$ cat config.mk
export PLATFORM = sky130hd
export DESIGN_NAME = ioport_decoder
export DESIGN_NICKNAME = d
export VERILOG_FILES = /design/src/rtl/iodec_pkg.sv /design/src/rtl/iodec_match.sv /design/src/rtl/iodec_latch.sv /design/src/rtl/iodec_rdmux.sv /design/src/rtl/ioport_decoder.sv
export SDC_FILE = /design/constraint.sdc
export NUM_CORES = 1
export LEC_CHECK = 0
export ABC_AREA = 1
export BUFFER_PORTS_ARGS = -buffer_cell sky130_fd_sc_hd__buf_2
export CAP_MARGIN = 10
export CORE_ASPECT_RATIO = 1.4
export CORE_MARGIN = 4
export CORE_UTILIZATION = 35
export CTS_BUF_LIST = sky130_fd_sc_hd__clkbuf_16
export CTS_CLUSTER_SIZE = 24
export DETAILED_ROUTE_END_ITERATION = 16
export PLACE_DENSITY = 0.73
export RECOVER_POWER = 100
export SKIP_LAST_GASP = 1
export SYNTH_ARGS = -nofsm -noshare
export SYNTH_HDL_FRONTEND = slang
export SYNTH_SLANG_ARGS = --single-unit
$ cat constraint.sdc
create_clock -name clk -period 3.1 [get_ports clk]
set_clock_uncertainty 0.2 [all_clocks]
set_input_delay 0.31 -clock clk [delete_from_list [all_inputs] [get_ports clk]]
set_output_delay 0.31 -clock clk [all_outputs]
set_load 0.01 [all_outputs]
$ cat src/rtl/iodec_pkg.sv
package iodec_pkg;
   localparam int LANE_W = 8;
   localparam int N_RD_SRC = 3;
   typedef enum int unsigned {
      SRC_PAIR = 0,
      SRC_WIDE = 1,
      SRC_WIN  = 2
   } rd_src_e;
endpackage

$ cat src/rtl/iodec_match.sv
module iodec_match #(
   parameter int ADDR_W = 16,
   parameter logic [ADDR_W-1:0] BASE = '0,
   parameter int LSB = 0,
   parameter bit NARROW = 1'b0
) (
   input  logic [ADDR_W-1:0] addr,
   output logic              hit
);
   localparam int MSB = NARROW ? 7 : ADDR_W - 1;

   generate
      if (ADDR_W < 8) begin : g_bad_width
         $error("iodec_match: ADDR_W must be at least 8");
      end
      if (LSB > MSB) begin : g_bad_lsb
         $error("iodec_match: LSB lies above the compared field");
      end
      if (NARROW) begin : g_narrow
         // only the fixed-port byte takes part in the compare
         assign hit = (addr[7:LSB] == BASE[7:LSB]);
      end else begin : g_full
         assign hit = (addr[ADDR_W-1:LSB] == BASE[ADDR_W-1:LSB]);
      end
   endgenerate

   logic unused_addr_bits;
   assign unused_addr_bits = ^addr;
endmodule

$ cat src/rtl/iodec_latch.sv
module iodec_latch #(
   parameter int W = 8
) (
   input  logic         clk,
   input  logic         rst_n,
   input  logic         en,
   input  logic [W-1:0] d,
   output logic [W-1:0] q
);
   generate
      if (W < 1) begin : g_bad_w
         $error("iodec_latch: W must be positive");
      end
   endgenerate

   always_ff @(posedge clk or negedge rst_n) begin
      if (!rst_n) q <= '0;
      else if (en) q <= d;
   end

   // without a strobe the stored value is kept
   p_hold_r6: assert property (@(posedge clk) disable iff (!rst_n)
      !en |=> $stable(q));
   // a strobe captures the bus value of that cycle
   p_load_r2: assert property (@(posedge clk) disable iff (!rst_n)
      en |=> (q == $past(d)));
endmodule

$ cat src/rtl/iodec_rdmux.sv
module iodec_rdmux #(
   parameter int DATA_W = 16,
   parameter int N = 3
) (
   input  logic [N-1:0]             sel,
   input  logic [N-1:0][DATA_W-1:0] src,
   output logic [DATA_W-1:0]        data,
   output logic                     oe
);
   generate
      if (N < 1) begin : g_bad_n
         $error("iodec_rdmux: N must be positive");
      end
   endgenerate

   always_comb begin
      data = '0;
      for (int i = 0; i < N; i++) begin
         if (sel[i]) data = data | src[i];
      end
   end

   assign oe = |sel;
endmodule

$ cat src/rtl/ioport_decoder.sv
module ioport_decoder
   import iodec_pkg::*;
#(
   parameter int ADDR_W = 16,
   parameter int DATA_W = 16,
   parameter bit NARROW_DECODE = 1'b0,
   parameter logic [ADDR_W-1:0] PAIR_BASE = 16'h0040,
   parameter logic [ADDR_W-1:0] WIDE_BASE = 16'h0064,
   parameter logic [ADDR_W-1:0] WIN_BASE  = 16'hEFF8,
   parameter int WIN_KEEP = 13
) (
   input  logic              clk,
   input  logic              rst_n,
   input  logic [ADDR_W-1:0] addr,
   input  logic              be_lo,
   input  logic              be_hi,
   input  logic              io_rd,
   input  logic              io_wr,
   input  logic [DATA_W-1:0] wdata,
   input  logic [DATA_W-1:0] ext_in,
   output logic [DATA_W-1:0] rdata,
   output logic              rdata_oe,
   output logic              in_sel_n,
   output logic [LANE_W-1:0] lat_even,
   output logic [LANE_W-1:0] lat_odd,
   output logic [DATA_W-1:0] lat_wide
);
   localparam int N_LANES = DATA_W / LANE_W;
   localparam int WIN_LSB = ADDR_W - WIN_KEEP;
   localparam int PAIR_LSB = $clog2(N_LANES);

   generate
      if (DATA_W != 2 * LANE_W) begin : g_bad_data
         $error("ioport_decoder: the data bus must be two byte lanes");
      end
      if (PAIR_BASE[0] != 1'b0 || WIDE_BASE[0] != 1'b0) begin : g_bad_align
         $error("ioport_decoder: port bases must be even");
      end
      if (WIN_KEEP < 1 || WIN_KEEP > ADDR_W) begin : g_bad_keep
         $error("ioport_decoder: WIN_KEEP out of range");
      end
   endgenerate

   logic pair_dec, wide_dec, win_dec;

   iodec_match #(.ADDR_W(ADDR_W), .BASE(PAIR_BASE), .LSB(PAIR_LSB),
                 .NARROW(NARROW_DECODE)) u_pair_match (.addr(addr), .hit(pair_dec));
   iodec_match #(.ADDR_W(ADDR_W), .BASE(WIDE_BASE), .LSB(PAIR_LSB),
                 .NARROW(NARROW_DECODE)) u_wide_match (.addr(addr), .hit(wide_dec));
   iodec_match #(.ADDR_W(ADDR_W), .BASE(WIN_BASE), .LSB(WIN_LSB),
                 .NARROW(NARROW_DECODE)) u_win_match (.addr(addr), .hit(win_dec));

   // per-lane write strobes: each byte bank gets its own qualified pulse
   logic [N_LANES-1:0] lane_be;
   logic [N_LANES-1:0] lane_wr;
   logic [N_LANES-1:0][LANE_W-1:0] lane_q;
   assign lane_be = {be_hi, be_lo};

   genvar gi;
   generate
      for (gi = 0; gi < N_LANES; gi++) begin : g_lane
         assign lane_wr[gi] = io_wr & pair_dec & lane_be[gi];
         iodec_latch #(.W(LANE_W)) u_lat (
            .clk(clk), .rst_n(rst_n), .en(lane_wr[gi]),
            .d(wdata[gi*LANE_W +: LANE_W]), .q(lane_q[gi]));
      end
   endgenerate

   assign lat_even = lane_q[0];
   assign lat_odd  = lane_q[1];

   // word port: lane enables play no part
   logic wide_wr;
   assign wide_wr = io_wr & wide_dec;
   iodec_latch #(.W(DATA_W)) u_wide_lat (
      .clk(clk), .rst_n(rst_n), .en(wide_wr), .d(wdata), .q(lat_wide));

   // read side: lane enables ignored, whole word presented
   logic [N_RD_SRC-1:0] rd_sel;
   logic [N_RD_SRC-1:0][DATA_W-1:0] rd_src;
   always_comb begin
      rd_sel = '0;
      rd_sel[SRC_PAIR] = io_rd & pair_dec;
      rd_sel[SRC_WIDE] = io_rd & wide_dec;
      rd_sel[SRC_WIN]  = io_rd & win_dec;
      rd_src = '0;
      rd_src[SRC_PAIR] = {lane_q[1], lane_q[0]};
      rd_src[SRC_WIDE] = lat_wide;
      rd_src[SRC_WIN]  = ext_in;
   end

   iodec_rdmux #(.DATA_W(DATA_W), .N(N_RD_SRC)) u_rdmux (
      .sel(rd_sel), .src(rd_src), .data(rdata), .oe(rdata_oe));

   assign in_sel_n = ~rd_sel[SRC_WIN];

   // low-lane-only write leaves the odd port alone
   p_lane_lo_r2: assert property (@(posedge clk) disable iff (!rst_n)
      (io_wr && pair_dec && be_lo && !be_hi) |=> $stable(lat_odd));
   // high-lane-only write leaves the even port alone
   p_lane_hi_r3: assert property (@(posedge clk) disable iff (!rst_n)
      (io_wr && pair_dec && be_hi && !be_lo) |=> ($stable(lat_even) && lat_odd == $past(wdata[15:8])));
   // full-word pair write lands in both banks together
   p_word_r4: assert property (@(posedge clk) disable iff (!rst_n)
      (io_wr && pair_dec && be_lo && be_hi) |=> ({lat_odd, lat_even} == $past(wdata)));
   // word port loads regardless of lane enables
   p_wide_r5: assert property (@(posedge clk) disable iff (!rst_n)
      (io_wr && wide_dec) |=> (lat_wide == $past(wdata)));
   // at most one read source at a time
   p_onehot_r7: assert property (@(posedge clk) disable iff (!rst_n)
      $onehot0(rd_sel));
   // bus is driven only inside a read strobe
   p_oe_rd_r8: assert property (@(posedge clk) disable iff (!rst_n)
      rdata_oe |-> io_rd);
   // undriven bus carries zero
   p_idle_zero_r8: assert property (@(posedge clk) disable iff (!rst_n)
      !rdata_oe |-> (rdata == '0));
   // buffer select implies the buffer data is on the bus
   p_sel_r9: assert property (@(posedge clk) disable iff (!rst_n)
      !in_sel_n |-> (rdata_oe && rdata == ext_in));
endmodule

Yosys cells after proc, flatten, opt, wreduce, memory -nomap -nowiden
Index checks and enable logic that the tools add are counted.
- bitwise operators: 10
- muxes and demuxes: 3
- equality and inequality tests: 3
- reductions and logical operators: 1
- operators with widths (kind ; count):
    16-bit two-way mux ; 3
    16-bit bitwise OR ; 2
    15-bit by 6-bit equality test with 1-bit output, second input constant ; 2
    13-bit equality test, second input constant ; 1
    1-bit AND ; 7
    3-bit OR reduction ; 1
    1-bit NOT ; 1
- output and inout bits: 50
- word-level logic and storage cells: 20
- input bits: 54
- bits in registers: 32

Logic depth before layout (Yosys ltp)
- word-level depth: 7
- depth in mapped cells: 9
- depth with buffers taken out: 8

Modules after synthesis
From an unflattened synthesis, not the netlist that was laid out.
- cells, all modules: 283
- area, all modules: 1936.9 um^2
- by module, submodules not included (module ; area an instance (um^2) ; sequential area each (um^2) ; instances ; cells an instance):
    iodec_latch at u_wide_lat ; 644.4 ; 400.4 ; 1 ; 68
    iodec_latch at g_lane[0].u_lat ... ; 305.3 ; 200.2 ; 2 ; 34
    iodec_rdmux ; 389.1 ; 0.0 ; 1 ; 73
    iodec_match at u_pair_match ; 96.3 ; 0.0 ; 1 ; 24
    iodec_match at u_wide_match ; 88.8 ; 0.0 ; 1 ; 22
    iodec_match at u_win_match ; 56.3 ; 0.0 ; 1 ; 15
    ioport_decoder ; 51.3 ; 0.0 ; 1 ; 13

Worst setup path before layout
OpenSTA, ideal clock, no wires.
- path kind: input to output
- start: in addr[3]
- end: out rdata[11]
- stages: 7
- buffers on the path: 0
- path slack: 1.340 ns
- required time: 2.590 ns
- arrival time: 1.250 ns
- path through: nor2_1 nand2_2 nor2_4 nand2_4 nor2_2 nand2_1 nand3_1
- word-level cells in the longest chain between the ends: 7
- elaborated cells between the ends (all ways): 11
- those cells by class: eq/ne (3); mux (3); bitwise (5)
- ends and longest elaborated chain (element ; RTL line ; source):
    from (decl) ; ioport_decoder.sv:14 ; input logic [ADDR_W-1:0] addr,
    15-bit by 6-bit equality test with 1-bit output ; iodec_match.sv:23 ; assign hit = (addr[ADDR_W-1:LSB] == BASE[ADDR_W-1:LSB]);
    1-bit AND ; ioport_decoder.sv:83 ; rd_sel[SRC_PAIR] = io_rd & pair_dec;
    16-bit two-way mux ; iodec_rdmux.sv:19 ; if (sel[i]) data = data | src[i];
    16-bit bitwise OR ; iodec_rdmux.sv:19 ;
    16-bit two-way mux ; iodec_rdmux.sv:19 ;
    16-bit bitwise OR ; iodec_rdmux.sv:19 ;
    16-bit two-way mux * ; iodec_rdmux.sv:19 ;
    to (decl) ; ioport_decoder.sv:21 ; output logic [DATA_W-1:0] rdata,
Every way passes the cells marked *; elsewhere a longest branch is shown, timed or not.

Worst setup path in the final report
- start: in io_rd
- end: out rdata[14]
- word-level cells in the longest chain between the ends: 6
- elaborated cells between the ends (all ways): 8
- those cells by class: mux (3); bitwise (5)
- ends and longest elaborated chain (element ; RTL line ; source):
    from (decl) ; ioport_decoder.sv:17 ; input logic io_rd,
    1-bit AND ; ioport_decoder.sv:83 ;
    16-bit two-way mux ; iodec_rdmux.sv:19 ;
    16-bit bitwise OR ; iodec_rdmux.sv:19 ;
    16-bit two-way mux ; iodec_rdmux.sv:19 ;
    16-bit bitwise OR ; iodec_rdmux.sv:19 ;
    16-bit two-way mux * ; iodec_rdmux.sv:19 ;
Marked as above.

==> results by group <==
Floorplanning
  • Die width: about 69 um
  • Die Y: about 94 um
  • Core box area: 4950 um2
  • Row Count: 30
  • Ports: 104
  • Initial Util: 0.369
  • Die footprint: 6460 um2

Detailed routing
  • Drt total wl: about 6000 um
  • Final ANT Viol Nets: 0
  • DR iter-0 viols: a little under 100
  • Via/cell ratio: 5.14
  • WL per Instance: 14.7 um
  • Number of detailed-route iterations in the first pass: 4
  • DRC: 0
  • DR vias: 2,085

Global route
  • First-pass GRT wire length: 9700 um
  • Number of global-route vias before repair: 2,004
  • Overflow after GRT: 0
  • Initial antenna violation count: 0
  • GRT Util Overall: 0.186
  • Largest net degree at the start of global routing: 33

Place
  • Final HPWL from detailed placement: ~4300 um
  • IO buf count: 102
  • Global placement routability congestion: 0.828
  • Placed cells: 397
  • Placed instance area: 2370 um2

Logic synthesis
  • Cells after Synth: 242
  • Post-synthesis sequential area ratio: 0.438
  • Synth Warn #: 0
  • Post-Synthesis Cell Area: 1830 um2
  • Synth Net Count: 296
  • Average cell area after synthesis: 7.55 um2
  • Post-synth cell types: 19
  • FF+latch count, synth: 32

CTS
  • Max Buffers Root-to-Sink: 2
  • CTS tree: built
  • Cts bufs inserted: 5
  • Post-CTS Setup Bufs: 0
  • CTS H-tree lvls: 2
  • Clock Latency Late Sink: 0.27 ns
  • CTS Sinks: 32
  • Clock-pin transition on the worst setup and hold timing paths: 0.05 ns
  • Root Buffer: clkbuf_16

Run status
  • Failing checks: max-capacitance violations, max-slew violations
  • Status: finished, violations left

Timing
  • Final setup violation count: 0
  • RSZ-0062 raised after global routing: no
  • Slew Viols, Final: 33
  • Fin crit share: 0.794
  • TNS Setup: 0 ns
  • Fin crit period: 2.46 ns
  • Slew at the pin closest to its max-slew limit: 1.73 ns
  • Slew headroom: -0.154
  • Final Hold Viols: 0
  • Fmax: between 0.4 and 0.5 GHz

Run
  • Max_cap viols: 1

Final layout
  • Final-stage net count: 395
  • Finished Core Util: 0.491
  • Sequential cell area: 801 um2
  • Area growth, synth to finish: 33.2%
  • Fill cells: roughly 560
  • Diode count: 0
  • Non-filler cells, final: about 410
  • Fraction of layout cells with a size suffix above 1: 0.190
  • Multi-input gate area: 856 um2
  • Commonest non-fill, non-tap cell in the layout: nand2_1
  • Finished Cell Area: 2430 um2
  • Most frequent cells in the layout: nand2_1, buf_2, clkbuf_1

Worst setup path
  • WS Path Type: input port to output port
  • WP data arrival: approximately 2.0 ns
  • Critical path endpoint category: output port
  • Req. time, crit path: 2.59 ns
  • Critical path launch point type: input port
  • Worst-path maximum fanout: 17

Power and ir drop
  • Pleak: roughly 1.3 nW
  • Maximum vdd ir drop: 0.356 mV
  • Power Density: 385 nW/um2
  • Overall power: approximately 0.94 mW

Worst hold path
  • Hold WC Path Type: input port to register
[cell families (layout without fill, tap and decap cells)]
kind of cell / count (synthesis) / in the layout / synth area share
compound gates: 17 / 17 / 0.0479
flops: 32 / 32 / 0.438
simple gates: 157 / 157 / 0.428
buf+inv: 36 / 136 / 0.0856
[Yosys cell counts, drive strengths merged]
cell type / instances / area (um2)
buf: 13 / 70.1
clkbuf: 1 / 3.75
dfrtp: 32 / 801
inv: 22 / 82.6
nand2: 64 / 250
nand3: 50 / 255
nand4: 29 / 181
nor2: 14 / 96.3
o211ai: 1 / 7.51
o21ai: 16 / 80.1
[worst paths after layout]
path	startpoint	to	slack, ns	cells past startpoint
max in group asynchronous	rst_n	u_wide_lat.q[4]$_DFFE_PN0P_	0.86	2
max reg2reg	u_wide_lat.q[13]$_DFFE_PN0P_	u_wide_lat.q[13]$_DFFE_PN0P_	2.15	2
min	wdata[9]	g_lane[1].u_lat.q[1]$_DFFE_PN0P_	0.08	3
min in group asynchronous	rst_n	g_lane[1].u_lat.q[4]$_DFFE_PN0P_	0.84	2
max	io_rd	rdata[14]	0.64	6
min reg2reg	g_lane[1].u_lat.q[1]$_DFFE_PN0P_	g_lane[1].u_lat.q[1]$_DFFE_PN0P_	0.31	2
[report_power, final]
part / switching (mW) / internal, mW / total, mW
Sequential: 0.000179 / 0.419 / 0.419
Clock: 0.160 / 0.288 / 0.448
Combinational: 0.0419 / 0.0293 / 0.0713
Total: 0.202 / 0.736 / 0.938
[registers in the layout, summed over array words and instances (netlist names)]
signal / flops
g_lane.u_lat.q: 16
u_wide_lat.q: 16
[worst max-delay path, cell delays in order]
cell      delay [ns]
buf_2           0.09
nand4_1         0.10
nor2_1          0.93
nand3_1         0.20
nand3_1         0.15
clkbuf_1        0.18
[repair_timing]
item                       in CTS  in global routing
setup endpoints to repair       0                  0
gates resized for setup         0                  0
hold buffers                    1                  0
hold endpoints to repair       32                  0
[metrics by stage]
| stage | setup slack (ns) | hold WS, ns |
|---|---|---|
| after floorplan | 1.34 | -0.186 |
| after CTS | 0.701 | 0.0764 |
| after global placement | 0.707 | 0.200 |
| final | 0.639 | 0.0805 |
| after detailed placement | 0.704 | 0.210 |
| after global routing | 0.328 | 0.0827 |
[layer usage]
layer | share of wire | vias to the layer above | GRT usage
met5 | 0 | - | 0
met4 | 0.0077 | 0 | 0.0521
met3 | 0.062 | 4 | 0.0409
met2 | 0.52 | 80 | 0.345
met1 | 0.41 | 975 | 0.212
li1 | - | 1026 | -
[cell type report]
cell class                 count  share of cell area
tap                           64              0.0329
clock buffer                   5              0.0514
multi-input combinational    174               0.351
clock inverter                 3             0.00462
inverter                      22              0.0339
sequential                    32               0.329
timing repair buffer         106               0.197
(Power assumes the default switching activity.)
